File: src/rtl/crep_pkg.sv
// Shared constants and helpers for the two-channel repeater core.
// Assumes exactly two channels; channel 0 is A, channel 1 is B.
package crep_pkg;
    localparam int unsigned NUM_CH    = 2;
    localparam logic        RECESSIVE = 1'b1;
    localparam logic        DOMINANT  = 1'b0;

    // Index of the channel that a given channel forwards to and from.
    function automatic int unsigned peer_of(input int unsigned ch);
        return NUM_CH - 1 - ch;
    endfunction
endpackage

File: src/rtl/crep_sync.sv
// Multi-flop synchronizer for one asynchronous active-low receive level.
// Resets to recessive so no spurious dominant appears after reset.
// Assumes STAGES >= 2.
module crep_sync #(
    parameter int unsigned STAGES = 2
) (
    input  logic clk,
    input  logic rst_n,
    input  logic d_i,
    output logic q_o
);
    import crep_pkg::*;

    logic [STAGES-1:0] shreg;

    // Shift the raw level through the synchronizer chain.
    always_ff @(posedge clk) begin
        if (!rst_n) shreg <= {STAGES{RECESSIVE}};
        else        shreg <= {shreg[STAGES-2:0], d_i};
    end

    assign q_o = shreg[STAGES-1];
endmodule

File: src/rtl/crep_release.sv
// Echo-suppression timer for one channel.
// The release flag drops at once while the channel's own transmit output is dominant.
// It rises HOLD_CYCLES cycles after the transmit output goes recessive again.
// Assumes HOLD_CYCLES >= 1 and larger than the loop delay of the transceiver.
module crep_release #(
    parameter int unsigned HOLD_CYCLES = 16
) (
    input  logic clk,
    input  logic rst_n,
    input  logic tx_n_i,
    output logic release_o
);
    localparam int unsigned CW = $clog2(HOLD_CYCLES + 1);

    logic [CW-1:0] hold_cnt;

    // Reload while transmitting dominant, then count down to zero.
    always_ff @(posedge clk) begin
        if (!rst_n)                  hold_cnt <= '0;
        else if (!tx_n_i)            hold_cnt <= CW'(HOLD_CYCLES);
        else if (hold_cnt != '0)     hold_cnt <= hold_cnt - CW'(1);
    end

    // Released only when idle and the hold window has expired.
    always_comb begin
        release_o = tx_n_i && (hold_cnt == '0);
    end
endmodule

File: src/rtl/can_repeater_core.sv
// Symmetric two-channel repeater core with per-channel echo suppression.
// Each channel's synchronized receive level is forwarded to the peer's
// registered transmit output. The forwarding is gated by the source
// channel's release flag, so the repeater never re-forwards its own echo.
// Assumes asynchronous receive inputs and a synchronous active-low reset.
module can_repeater_core #(
    parameter int unsigned HOLD_CYCLES = 16,
    parameter int unsigned SYNC_STAGES = 2
) (
    input  logic clk,
    input  logic rst_n,
    input  logic rx_a_n,
    input  logic rx_b_n,
    output logic tx_a_n,
    output logic tx_b_n
);
    import crep_pkg::*;

    logic [NUM_CH-1:0] rx_raw;
    logic [NUM_CH-1:0] rx_sync;
    logic [NUM_CH-1:0] rel;
    logic [NUM_CH-1:0] fwd_next;
    logic [NUM_CH-1:0] tx_q;

    assign rx_raw = {rx_b_n, rx_a_n};

    generate
        for (genvar c = 0; c < NUM_CH; c++) begin : g_ch
            localparam int unsigned PEER = peer_of(c);

            crep_sync #(.STAGES(SYNC_STAGES)) u_sync (
                .clk   (clk),
                .rst_n (rst_n),
                .d_i   (rx_raw[c]),
                .q_o   (rx_sync[c])
            );

            crep_release #(.HOLD_CYCLES(HOLD_CYCLES)) u_rel (
                .clk       (clk),
                .rst_n     (rst_n),
                .tx_n_i    (tx_q[c]),
                .release_o (rel[c])
            );

            // Take the peer's level only while the peer is released.
            assign fwd_next[c] = rel[PEER] ? rx_sync[PEER] : RECESSIVE;
        end
    endgenerate

    // Register both transmit requests.
    always_ff @(posedge clk) begin
        if (!rst_n) tx_q <= {NUM_CH{RECESSIVE}};
        else        tx_q <= fwd_next;
    end

    assign tx_a_n = tx_q[0];
    assign tx_b_n = tx_q[1];
endmodule

File: config.mk
export PLATFORM = sky130hd
export DESIGN_NAME = can_repeater_core
export DESIGN_NICKNAME = d
export VERILOG_FILES = /design/src/rtl/crep_pkg.sv /design/src/rtl/crep_sync.sv /design/src/rtl/crep_release.sv /design/src/rtl/can_repeater_core.sv
export SDC_FILE = /design/constraint.sdc
export NUM_CORES = 1
export LEC_CHECK = 0
export ABC_AREA = 1
export BUFFER_PORTS_ARGS = -buffer_cell sky130_fd_sc_hd__buf_4
export CAP_MARGIN = 20
export CORE_UTILIZATION = 48
export CTS_CLUSTER_SIZE = 20
export DETAILED_ROUTE_END_ITERATION = 8
export GPL_TIMING_DRIVEN = 1
export MAX_ROUTING_LAYER = met4
export PLACE_DENSITY = 0.81
export SKIP_LAST_GASP = 1
export SYNTH_ARGS = -nofsm -noshare
export SYNTH_HDL_FRONTEND = slang
export SYNTH_SLANG_ARGS = --single-unit
File: constraint.sdc
create_clock -name clk -period 0.9 [get_ports clk]
set_input_delay 0.18 -clock clk [delete_from_list [all_inputs] [get_ports clk]]
set_output_delay 0.18 -clock clk [all_outputs]
set_load 0.02 [all_outputs]
==> impl_metrics.csv, run 1 <==
group,metric,value,unit
clock_tree,clock-sinks,16,
critical_path,critPathRequiredTime,1.12,ns
cells_and_area,drive_gt1_frac,0.4592,
route,drtAntennaViolNets,0,
pwr,intPower,1.981,mW
run_status,violations,"setup timing",
logic_synthesis,synthesis.nets,87,
cells_and_area,final_nets,106,
flow_run,cap_violations,0,
critical_path,endpoint,"g_ch[0].u_rel.hold_cnt[0]$_SDFFE_PN0P_",
timing,finalCritPeriodShare,1.146,
logic_synthesis,synth-seq-area-share,0.5010,
timing,tightest_slew,0.1891,ns
timing,setup_violations,12,
critical_path,worstPathMaxFanout,6,
clock_tree,clock_latency,0.29,ns
timing,hold_viol_final,0,
logic_synthesis,syn_inst,81,
cells_and_area,final_cell_mix,"nand2_1, buf_4, nor2_1, dfxtp_1, inv_1",
pwr,ir_worst_vdd,0.002448,V
route,wl,1303,µm
global_routing,grt_max_degree,9,
global_routing,grt_pass1_vias,531,
global_routing,grt_pass1_wl,2180,µm
route,vias,542,
floorplan,die_area,1482,µm²
pwr,p_leak,0.3802,nW
timing,finClkSkew,0.002174,ns
clock_tree,ctsHoldBuffers,0,
cells_and_area,area_growth,36.60,%
route,first_iter_violations,9,
timing,slew_headroom,0.8738,
floorplan,io_pins,6,
timing,period_needed,1.032,ns
timing,rsz0062_at_grt,"yes",
placed_design,dp_hpwl,780,µm
logic_synthesis,yosys-top-cells-area,"dfxtp_1, nand2_1, nor2_1",
pwr,p_sw_frac,0.4090,
cells_and_area,antenna_cells,0,
pwr,clkPwrFrac,0.111,
placed_design,portBuffers,5,
cells_and_area,layout_commonest_cell,"nand2_1",
critical_path,crit_start,"g_ch[0].u_rel.hold_cnt[1]$_SDFFE_PN0P_",
critical_path,cp.arrival,1.25,ns
worst_hold_path,hold_class,"in2reg",
global_routing,grt_overflow,0,
critical_path,crit_type,"reg2reg",
critical_path,r2r-end,"g_ch[0].u_rel.hold_cnt[0]$_SDFFE_PN0P_",
route,detail_route.vias_per_cell,4.839,
pwr,combPwrFrac,0.560,
run_status,status,"finished, violations left",
logic_synthesis,synth_top_area_frac,0.5010,
logic_synthesis,avgSynthCellArea,7.893,µm²
logic_synthesis,yosys_warnings,0,
pwr,powerDensity,3839,nW/µm²
timing,max_freq,0.9694,GHz
clock_tree,clk_path_buf_depth,2,
route,drtPass1Iterations,3,
timing,fin_ws,-0.1316,ns
global_routing,antenna_found_initial,0,
logic_synthesis,syn_area,639.4,µm²
clock_tree,numCtsBuffers,3,
logic_synthesis,synth_top_area_cell,"dfxtp_1",
critical_path,reg2reg_slack,-0.13,ns
route,post_drt_wl_per_cell,11.63,µm
floorplan,die_w,38.50,µm
floorplan,num_rows,12,
floorplan,core,1171,µm²
clock_tree,ctsHtreeMaxLevel,1,
clock_tree,cts-root-buf,"clkbuf_4",
global_routing,track_usage,0.2363,
critical_path,endpoint_kind,"flip-flop",
pwr,p_sw,1.371,mW
critical_path,rr_startpoint,"g_ch[0].u_rel.hold_cnt[1]$_SDFFE_PN0P_",
floorplan,start_util,0.5459,
placed_design,dpl_worst_slack,-0.05681,ns
pwr,pwr-share-seq,0.329,
critical_path,reg2regPathDepth,6,
clock_tree,tritoncts,"built",
floorplan,die_y,38.50,µm
logic_synthesis,ys_types,14,
pwr,power,3.353,mW
logic_synthesis,ys_seq_elements,16,
route,drc,0,
timing,slew_viol_final,0,
placed_design,gp_congestion,0.6954,
critical_path,start_kind,"flip-flop",
clock_tree,clk_pin_slew,0.09,ns
==> final cells by class <==
type                    count  area [µm²]
repair buffers             14       112.6
fillers                    76       297.8
clock buffers               3       22.52
inverters                  13       48.80
well taps                  14       17.52
multi-input cells          52       344.1
flip-flops and latches     16       327.8
==> through the flow <==
stage          std cells  hold slack (ns)    util  instance area [µm²]  setup TNS (ns)
2_1_floorplan         81           0.2798       -                664.4               0
3_3_place_gp         106           0.3630  0.6528                764.5       -0.009605
3_5_place_dp         106           0.3649  0.6528                764.5         -0.2708
4_1_cts              112          0.06064  0.7190                842.1         -0.2521
5_1_grt              112          0.07019  0.7457                873.3          -1.184
6_report             112          0.06593  0.7457                873.3         -0.5607
==> cell families (layout without fill, tap and decap cells) <==
logic type / after synthesis / after routing / synth area share
AO/OA/AOI/OAI: 4 / 4 / 0.03131
XOR/XNOR: 2 / 2 / 0.02740
adder cells (fa/ha/maj): 2 / 2 / 0.03913
buffers and inverters: 13 / 30 / 0.07633
flip-flops: 16 / 16 / 0.5010
AND/OR/NAND/NOR: 44 / 44 / 0.3249
==> power by group through the flow <==
stage	registers, mW	clock network [mW]	logic [mW]
floorplan	1.08	0	1.04
global placement	1.09	0	1.35
detailed placement	1.09	0	1.44
CTS	1.08	0.383	1.63
global route	1.12	0.406	2.08
finish	1.10	0.371	1.88
==> worst min path at each step <==
| stage | startpoint | to | cells after the start |
|---|---|---|---|
| 2_1_floorplan | rx_a_n | g_ch[0].u_sync.shreg[0]$_SDFF_PN1_ | 1 |
| 3_3_place_gp | rx_a_n | g_ch[0].u_sync.shreg[0]$_SDFF_PN1_ | 2 |
| 3_5_place_dp | rx_b_n | g_ch[1].u_sync.shreg[0]$_SDFF_PN1_ | 2 |
| 4_1_cts | rx_b_n | g_ch[1].u_sync.shreg[0]$_SDFF_PN1_ | 2 |
| 5_1_grt | rx_b_n | g_ch[1].u_sync.shreg[0]$_SDFF_PN1_ | 2 |
| 6_report | rx_b_n | g_ch[1].u_sync.shreg[0]$_SDFF_PN1_ | 2 |
==> metal layers <==
| layer | global-route usage | routed length, µm |
|---|---|---|
| met5 | - | 0 |
| met2 | 0.3583 | 623 |
| met1 | 0.2536 | 596 |
| met3 | 0.05233 | 34 |
| met4 | 0.2155 | 48 |
==> flip-flops by register name (all words and copies together), names as in the netlist <==
signal,count
g_ch.u_rel.hold_cnt,10
g_ch.u_sync.shreg,4
tx_q,2
==> timing repair <==
action	CTS	global route
pin swaps	2	3
endpoints found under the setup margin	11	14
setup buffers	3	0
resized for setup	10	11
==> Yosys cell counts (all sizes together) <==
library cell / instances
xnor2: 2
inv: 13
nor2: 14
a21oi: 4
nand3: 4
ha: 2
dfxtp: 16
nand4: 3
nand2: 19
or2: 4
==> critical path: stages (launching register included) <==
cell,delay [ns]
dfxtp_2,0.34
inv_2,0.08
ha_4,0.16
nand3_4,0.13
nand2_2,0.09
nand2_1,0.05
nor2_1,0.10
(Power assumes the default switching activity.)
==> inputs of run 2 (changes only) <==
--- a/config.mk
+++ b/config.mk
@@ -14,6 +14,7 @@
 export GPL_TIMING_DRIVEN = 1
 export MAX_ROUTING_LAYER = met4
 export PLACE_DENSITY = 0.81
+export REMOVE_ABC_BUFFERS = 1
 export SKIP_LAST_GASP = 1
 export SYNTH_ARGS = -nofsm -noshare
 export SYNTH_HDL_FRONTEND = slang
==> run 2 against run 1 <==
- the flow still finishes with violations (setup timing)
- routed wire length up 9.7%
- first-iteration DRC count up 33%
- sequential share of layout area down 0.79 points
- clock-buffer cell count up 1
- non-clock buffer count grew 1
- power rose by 3.9%
- clock power increased by 28%
- critical path depth down 1
- combinational power about the same
==> impl_metrics.csv, run 2 (same netlist as run 1, synthesis figures left out) <==
group,metric,value,unit
critical_path,crit_type,"reg2reg",
critical_path,cp_slowest_cell,"dfxtp_2",
cells_and_area,largest_reg_flops,10,
run_status,violations,"setup timing",
critical_path,worstPathMaxFanout,6,
timing,setup_violations,11,
global_routing,grt_pass1_vias,567,
cells_and_area,final_cell_mix,"nand2_1, buf_4, dfxtp_1, nor2_1, inv_1",
global_routing,grt_pass1_wl,2263,µm
flow_run,cap_violations,0,
timing,max_freq,0.9689,GHz
global_routing,antenna_found_initial,0,
critical_path,cpMostUsedCell,"nor2_1",
clock_tree,numCtsBuffers,3,
pwr,p_sw_frac,0.4086,
critical_path,critPathRequiredTime,1.09,ns
route,dr_wl_met2,666,µm
floorplan,die_w,38.50,µm
cells_and_area,regArea,327.8,µm²
route,detail_route.vias_per_cell,4.939,
route,first_iter_violations,12,
clock_tree,clk_pin_slew,0.09,ns
route,drc,0,
clock_tree,clk_path_buf_depth,2,
pwr,clkPwrFrac,0.137,
floorplan,core,1171,µm²
placed_design,gp_congestion,0.7970,
cells_and_area,multiInputGateArea,341.6,µm²
cells_and_area,n_fill_cell,74,
critical_path,start_kind,"flip-flop",
cells_and_area,final_nets,107,
route,wl_met3,30,µm
global_routing,track_usage,0.2360,
route,post_drt_wl_per_cell,12.54,µm
timing,hold_viol_final,0,
floorplan,io_pins,6,
timing,finClkSkew,0.004978,ns
cells_and_area,utilization,0.7618,
placed_design,dp_hpwl,776.3,µm
floorplan,num_rows,12,
critical_path,endpoint_kind,"flip-flop",
critical_path,cp.arrival,1.22,ns
cells_and_area,reg_top3,"g_ch.u_rel.hold_cnt (10), g_ch.u_sync.shreg (4), tx_q (2)",
pwr,powerDensity,3903,nW/µm²
pwr,combPwrFrac,0.547,
pwr,pwr-share-seq,0.317,
floorplan,die_area,1482,µm²
route,drtAntennaViolNets,0,
timing,finalCritPeriodShare,1.147,
pwr,p_leak,0.3932,nW
cells_and_area,top_register,"g_ch.u_rel.hold_cnt",
timing,period_needed,1.032,ns
placed_design,placed_cells,106,
clock_tree,clock-sinks,16,
critical_path,max_stage_delay,0.34,ns
clock_tree,clock_latency,0.29,ns
clock_tree,tritoncts,"built",
global_routing,grt_overflow,0,
cells_and_area,drive_gt1_frac,0.4500,
floorplan,start_util,0.5459,
clock_tree,ctsHoldBuffers,0,
timing,fin_ws,-0.1321,ns
floorplan,die_y,38.50,µm
cells_and_area,layout_commonest_cell,"nand2_1",
timing,slew_viol_final,0,
pwr,power,3.482,mW
timing,slew_headroom,0.8667,
worst_hold_path,hold_class,"in2reg",
critical_path,cp_top_family,"flip-flops",
critical_path,reg2reg_slack,-0.13,ns
cells_and_area,fin_cells,114,
pwr,p_sw,1.423,mW
clock_tree,ctsHtreeMaxLevel,1,
timing,rsz0062_at_grt,"yes",
route,highest-signal-layer,"met4",
pwr,ir_worst_vdd,0.002317,V
critical_path,cp_num_buf_inv,1,
cells_and_area,antenna_cells,0,
route,wl_met1,679,µm
route,drtPass1Iterations,4,
route,vias,563,
global_routing,grt_max_degree,10,
critical_path,critical_path.cell_chain,"inv_2 -> ha_4 -> nand3_4 -> nor2_1 -> nor2_1",
cells_and_area,area_growth,39.53,%
timing,tightest_slew,0.1986,ns
route,wl,1430,µm
pwr,intPower,2.059,mW
placed_design,portBuffers,5,
clock_tree,cts-root-buf,"clkbuf_4",
run_status,status,"finished, violations left",
## run 2: changes by cell type in the layout (fill, tap and decap cells not counted), sizes merged
cell    delta
buf        +1
clkbuf     +1
## run 2: final timing paths
check                                                             from                                      to  cells after the start
worst max register to register  g_ch[0].u_rel.hold_cnt[1]$_SDFFE_PN0P_  g_ch[0].u_rel.hold_cnt[0]$_SDFFE_PN0P_                      5
worst min register to register      g_ch[1].u_sync.shreg[0]$_SDFF_PN1_      g_ch[1].u_sync.shreg[1]$_SDFF_PN1_                      1
worst min-delay path                                            rx_a_n      g_ch[0].u_sync.shreg[0]$_SDFF_PN1_                      2
worst max-delay path            g_ch[0].u_rel.hold_cnt[1]$_SDFFE_PN0P_  g_ch[0].u_rel.hold_cnt[0]$_SDFFE_PN0P_                      5
## run 2: stage by stage
| step | area (µm²) | setup slack (ns) | hold slack, ns | TNS, ns |
|---|---|---|---|---|
| floorplan | 639.4 | -0.07629 | 0.2798 | -0.5805 |
| global placement | 739.5 | -0.09817 | 0.3631 | -0.7969 |
| detailed placement | 739.5 | -0.1450 | 0.3651 | -1.129 |
| CTS | 859.6 | -0.04385 | 0.06649 | -0.2362 |
| global route | 892.1 | -0.1888 | 0.05561 | -1.199 |
| finish | 892.1 | -0.1321 | 0.06433 | -0.6900 |
## run 2: final cells by class
class | count | area share
multi-input combinational | 52 | 0.3829
sequential | 16 | 0.3675
timing repair buffer | 15 | 0.1346
inverter | 13 | 0.05470
clock buffer | 4 | 0.04067
tap | 14 | 0.01964
## run 2: per-layer routing
| layer | vias to the layer above | GRT usage |
|---|---|---|
| met2 | 10 | 0.3667 |
| met1 | 258 | 0.2708 |
| met3 | 7 | 0.05233 |
| met4 | 0 | 0.1552 |
| met5 | - | - |
| li1 | 288 | - |
## run 2: power groups by stage
stage | Sequential [mW] | Clock [mW] | Combinational [mW]
after detailed placement | 1.08 | 0 | 1.29
after CTS | 1.10 | 0.477 | 1.61
after global routing | 1.12 | 0.506 | 2.11
final | 1.10 | 0.476 | 1.90
after floorplan | 1.07 | 0 | 0.924
after global placement | 1.07 | 0 | 1.25
## run 2: repair_timing
action	4_1_cts	5_1_grt
resized for setup	20	8
pin swaps	5	2
setup buffers	3	1
cloned	0	0
setup endpoints to repair	13	12
